**config.mk**
```make
export PLATFORM = sky130hd
export DESIGN_NAME = sfd_byte_framer
export DESIGN_NICKNAME = d
export VERILOG_FILES = /design/src/rtl/sfd_framer_pkg.sv /design/src/rtl/sfd_pair_hunter.sv /design/src/rtl/frm_deser.sv /design/src/rtl/byte_indexer.sv /design/src/rtl/sfd_byte_framer.sv
export SDC_FILE = /design/constraint.sdc
export NUM_CORES = 1
export LEC_CHECK = 0
export BUFFER_PORTS_ARGS = -buffer_cell sky130_fd_sc_hd__buf_2
export CAP_MARGIN = 5
export CORE_MARGIN = 1.5
export CORE_UTILIZATION = 50
export CTS_BUF_LIST = sky130_fd_sc_hd__clkbuf_16
export CTS_CLUSTER_DIAMETER = 100
export DETAILED_ROUTE_END_ITERATION = 10
export PLACE_DENSITY = 0.82
export SLEW_MARGIN = 30
export SYNTH_ARGS = -nofsm -noshare
export SYNTH_HDL_FRONTEND = slang
export SYNTH_SLANG_ARGS = --single-unit
```
**constraint.sdc**
```tcl
create_clock -name clk -period 4.6 [get_ports clk]
set_input_delay 1.15 -clock clk [delete_from_list [all_inputs] [get_ports clk]]
set_output_delay 1.15 -clock clk [all_outputs]
set_load 0.05 [all_outputs]
```
**src/rtl/sfd_framer_pkg.sv**
```systemverilog
package sfd_framer_pkg;
  typedef enum logic {
    ST_HUNT  = 1'b0,
    ST_FRAME = 1'b1
  } frm_state_t;

  // Two ones on consecutive enabled bit times close the delimiter.
  function automatic logic pair_closes(input logic prev_one, input logic cur_bit);
    return prev_one & cur_bit;
  endfunction
endpackage

```
**src/rtl/sfd_pair_hunter.sv**
```systemverilog
module sfd_pair_hunter (
  input  logic clk,
  input  logic rst_n,
  input  logic clr,
  input  logic take,
  input  logic bit_in,
  output logic sfd_hit
);
  import sfd_framer_pkg::*;

  logic prev_one;

  always_ff @(posedge clk or negedge rst_n) begin
    if (!rst_n)    prev_one <= 1'b0;
    else if (clr)  prev_one <= 1'b0;
    else if (take) prev_one <= bit_in;
  end

  assign sfd_hit = take & pair_closes(prev_one, bit_in);
endmodule

```
**src/rtl/frm_deser.sv**
```systemverilog
module frm_deser #(
  parameter int BYTE_W = 8
) (
  input  logic              clk,
  input  logic              rst_n,
  input  logic              clr,
  input  logic              take,
  input  logic              bit_in,
  output logic              byte_done,
  output logic [BYTE_W-1:0] next_byte
);
  localparam int CNT_W = (BYTE_W > 1) ? $clog2(BYTE_W) : 1;
  localparam logic [CNT_W-1:0] LAST = CNT_W'(BYTE_W - 1);

  logic [BYTE_W-1:0] acc;
  logic [CNT_W-1:0]  cnt;

  function automatic logic [BYTE_W-1:0] shift_lsb_first(
    input logic [BYTE_W-1:0] a, input logic b);
    return {b, a[BYTE_W-1:1]};
  endfunction

  assign next_byte = shift_lsb_first(acc, bit_in);
  assign byte_done = take && (cnt == LAST);

  always_ff @(posedge clk or negedge rst_n) begin
    if (!rst_n) begin
      acc <= '0;
      cnt <= '0;
    end else if (clr) begin
      acc <= '0;
      cnt <= '0;
    end else if (take) begin
      acc <= next_byte;
      cnt <= byte_done ? '0 : cnt + 1'b1;
    end
  end
endmodule

```
**src/rtl/byte_indexer.sv**
```systemverilog
module byte_indexer #(
  parameter int IDX_W = 6
) (
  input  logic             clk,
  input  logic             rst_n,
  input  logic             clr,
  input  logic             adv,
  output logic [IDX_W-1:0] cur_idx
);
  localparam logic [IDX_W-1:0] TOP = '1;

  function automatic logic [IDX_W-1:0] sat_inc(input logic [IDX_W-1:0] v);
    return (v == TOP) ? v : v + 1'b1;
  endfunction

  always_ff @(posedge clk or negedge rst_n) begin
    if (!rst_n)    cur_idx <= '0;
    else if (clr)  cur_idx <= '0;
    else if (adv)  cur_idx <= sat_inc(cur_idx);
  end
endmodule

```
**src/rtl/sfd_byte_framer.sv**
```systemverilog
module sfd_byte_framer #(
  parameter int BYTE_W = 8,
  parameter int IDX_W  = 6
) (
  input  logic              clk,
  input  logic              rst_n,
  input  logic              bit_en,
  input  logic              bit_in,
  input  logic              carrier,
  output logic              frame_mark,
  output logic [BYTE_W-1:0] byte_out,
  output logic              byte_vld,
  output logic [IDX_W-1:0]  byte_idx
);
  import sfd_framer_pkg::*;

  frm_state_t        state;
  logic              clr_all;
  logic              hunt_take;
  logic              frame_take;
  logic              sfd_hit;
  logic              byte_done;
  logic [BYTE_W-1:0] next_byte;
  logic [IDX_W-1:0]  cur_idx;

  assign clr_all    = !carrier;
  assign hunt_take  = carrier && bit_en && (state == ST_HUNT);
  assign frame_take = carrier && bit_en && (state == ST_FRAME);

  sfd_pair_hunter u_hunt (
    .clk     (clk),
    .rst_n   (rst_n),
    .clr     (clr_all),
    .take    (hunt_take),
    .bit_in  (bit_in),
    .sfd_hit (sfd_hit)
  );

  frm_deser #(.BYTE_W(BYTE_W)) u_deser (
    .clk       (clk),
    .rst_n     (rst_n),
    .clr       (clr_all),
    .take      (frame_take),
    .bit_in    (bit_in),
    .byte_done (byte_done),
    .next_byte (next_byte)
  );

  byte_indexer #(.IDX_W(IDX_W)) u_idx (
    .clk     (clk),
    .rst_n   (rst_n),
    .clr     (clr_all),
    .adv     (byte_done),
    .cur_idx (cur_idx)
  );

  always_ff @(posedge clk or negedge rst_n) begin
    if (!rst_n)        state <= ST_HUNT;
    else if (clr_all)  state <= ST_HUNT;
    else if (sfd_hit)  state <= ST_FRAME;
  end

  assign frame_mark = (state == ST_FRAME);

  always_ff @(posedge clk or negedge rst_n) begin
    if (!rst_n) begin
      byte_vld <= 1'b0;
      byte_out <= '0;
      byte_idx <= '0;
    end else begin
      byte_vld <= byte_done;
      if (byte_done) begin
        byte_out <= next_byte;
        byte_idx <= cur_idx;
      end else if (clr_all) begin
        byte_idx <= '0;
      end
    end
  end
endmodule

```
==> results.json <==
{
  "route.final.wire_length_mm": 2.611,
  "ir_drop_uv": 347.7,
  "grt_pass1_wl_mm": 4.498,
  "outcome": "finished, final reports clean",
  "hold_buffers": 0,
  "clk_latency_ps": 270,
  "hp-start": "byte_out[3]",
  "numCtsBuffers": 5,
  "clock-sinks": 33,
  "dp_hpwl_mm": 1.712,
  "gp_congestion": 0.8131,
  "critPathBufInv": 1,
  "avgSynthCellArea_um2": 9.421,
  "fin_ws_ps": 2055,
  "maxCapViolCount": 0,
  "crit_family": "simple AND/OR/NAND/NOR gates",
  "synth_cell_types": 28,
  "hold_class": "flop to flop",
  "path_max_fanout": 28,
  "drtPass1Iterations": 6,
  "die_w_um": 56.34,
  "synthTopCellsByArea": "dfrtp_1, nand2_1, o21ai_0, nand3_1, ha_1",
  "cellPowerDensity_mw_per_mm2": 372.5,
  "min_period_over_period_pct": 55.34,
  "die_area_mm2": 0.003174,
  "post_cts_resized": 0,
  "clk_pin_slew_ps": 50,
  "dp_slack_ps": 1781,
  "layout.cells.non_filler": 202,
  "syn_inst": 151,
  "grt_max_degree": 34,
  "reg2reg_from": "u_deser.cnt[0]",
  "root_buffer": "clkbuf_16",
  "num_rows": 19,
  "grt_setup_unrepaired": "false",
  "synth_nets": 159,
  "dieHeight_um": 56.34,
  "yosysWarnings": 0,
  "antenna_found_initial": 0,
  "worst_pin_slew_ps": 696.1,
  "io_pins": 21,
  "path_class": "input port to flop",
  "final_max_slew_viol_count": 0,
  "drc_errors": 0,
  "cts_setup_buffers": 0,
  "fin_tns_setup_ps": 0,
  "synth-seq-cells": 33,
  "vias": 1107,
  "drive_gt1_share_pct": 16.96,
  "path_cells": "buf_2, nand4_4, or4_1, o211a_1",
  "critPathMaxStageDelay_ps": 620,
  "p_leak_uw": 0.0008948,
  "core_mm2": 0.002734,
  "relSlewSlack_pct": 53.59,
  "syn_area_mm2": 0.001423,
  "crit_arrival_ps": 2710,
  "overflow": 0,
  "postRouteAntennaNets": 0,
  "syn2layout_area_growth_pct": 17.15,
  "nFillCells": 217,
  "post-route-min-period_ps": 2545,
  "hold_viol": 0,
  "grt_use_total_pct": 18.53,
  "area.sequential_um2": 825.8,
  "cts_buffer_depth": 2,
  "via_per_inst": 5.480,
  "htree_levels": 2,
  "yosysTopAreaCell": "dfrtp_1",
  "total_power_uw": 620.7,
  "max_freq_mhz": 392.9,
  "port_buffers": 20,
  "crit_start": "carrier",
  "grt_pass1_vias": 1023,
  "end_kind": "flop",
  "diodes": 0,
  "routedWlPerCell_um": 12.93,
  "yosysSeqAreaShare_pct": 58.05,
  "cts_tree": "done",
  "cp.required_ps": 4760,
  "start_util_pct": 52.04,
  "setup_viol": 0,
  "drt_iter0_drc": 43,
  "multi_input_area_um2": 551.8,
  "nets": 178,
  "fin_skew_ps": 2.161,
  "critPathLaunchType": "input port",
  "netlist.area_leader.share_pct": 58.05,
  "critPathSlowestCell": "or4_1",
  "dp_cells": 194
}
-- path summary, 6_finish.rpt --
path                                     to  slack [ps]  cells past startpoint
max in group asynchronous        frame_mark        3230                      1
hold / removal                  byte_out[3]         460                      2
min in group asynchronous   u_hunt.prev_one         920                      1
setup / recovery           u_idx.cur_idx[5]        2050                      4
setup reg to reg           u_idx.cur_idx[4]        2530                      6
hold reg to reg                 byte_out[3]         460                      2
-- cell usage after synthesis, drive strengths merged --
| master | number |
|---|---|
| nand4 | 2 |
| mux2i | 3 |
| o21ai | 12 |
| clkinv | 1 |
| clkbuf | 4 |
| o211ai | 1 |
| nand2b | 1 |
| nand2 | 59 |
| nor2 | 2 |
| a21oi | 2 |
| dfrtp | 33 |
| or3b | 1 |
| a31oi | 1 |
| o211a | 1 |
| o22ai | 1 |
| inv | 1 |
| nand3b | 1 |
| or4 | 1 |
| ha | 3 |
| nand3 | 8 |
| nor2b | 3 |
| nor3 | 2 |
| o31ai | 1 |
| buf | 4 |
| and4 | 1 |
| and3 | 2 |
-- logic make-up after synthesis --
logic type / share of synthesized area (%)
simple gates: 26.47
flops: 58.05
compound gates: 7.565
buf+inv: 3.165
mux: 2.111
fa+ha+maj: 2.639
-- layout by cell type, fill, tap and decap left out, drive strengths merged, types with 3 or more instances in the layout --
master / synthesis / final
dfrtp: 33 / 33
clkinv: 1 / 3
mux2i: 3 / 3
o21ai: 12 / 12
nand3: 8 / 8
buf: 4 / 20
nand2: 59 / 59
nor2b: 3 / 3
clkbuf: 4 / 5
ha: 3 / 3
-- layout make-up --
class                   instances  area share, %
flip-flops and latches         33          49.55
multi-input cells             108          33.11
clock buffers                   5          7.508
repair buffers                 20          6.006
well taps                      31          2.327
clock inverters                 3          1.051
inverters                       2         0.4505
-- layer usage --
metal / global-route usage (%) / wire length [µm] / vias to the layer above
li1: - / - / 539
met1: 23.63 / 1164 / 533
met2: 28.74 / 1279 / 30
met3: 5.530 / 126 / 5
met4: 9.184 / 41 / 0
met5: 0 / 0 / -
-- flip-flops by register name (all words and copies together), names as in the netlist --
register and cells:
byte_vld 1, byte_idx 6, frame_mark 1, u_hunt.prev_one 1, u_deser.cnt 3, u_deser.acc 7, u_idx.cur_idx 6, byte_out 8
-- worst min-delay path, stage by stage, from the launching register on --
cell	delay, ps
dfrtp_1	330
nand2_1	50
nand2_1	50
-- report_power, final --
| group | total [µW] | internal [µW] | leakage, µW | switching [µW] |
|---|---|---|---|---|
| logic | 16.0 | 3.41 | 0.000365 | 12.6 |
| registers | 293 | 292 | 0.000460 | 0.925 |
| clock network | 312 | 198 | 0.0000696 | 114 |
| total | 621 | 493 | 0.000895 | 128 |
-- through the flow --
step	cell area, µm²	hold slack (ps)	util (%)
after floorplan	1423	439.1	-
after global placement	1524	456.3	55.74
after detailed placement	1524	456.7	55.74
after CTS	1667	470.8	60.96
after global routing	1667	484.8	60.96
final	1667	463.8	60.96
Note: power is estimated with default switching activity, not from simulation.
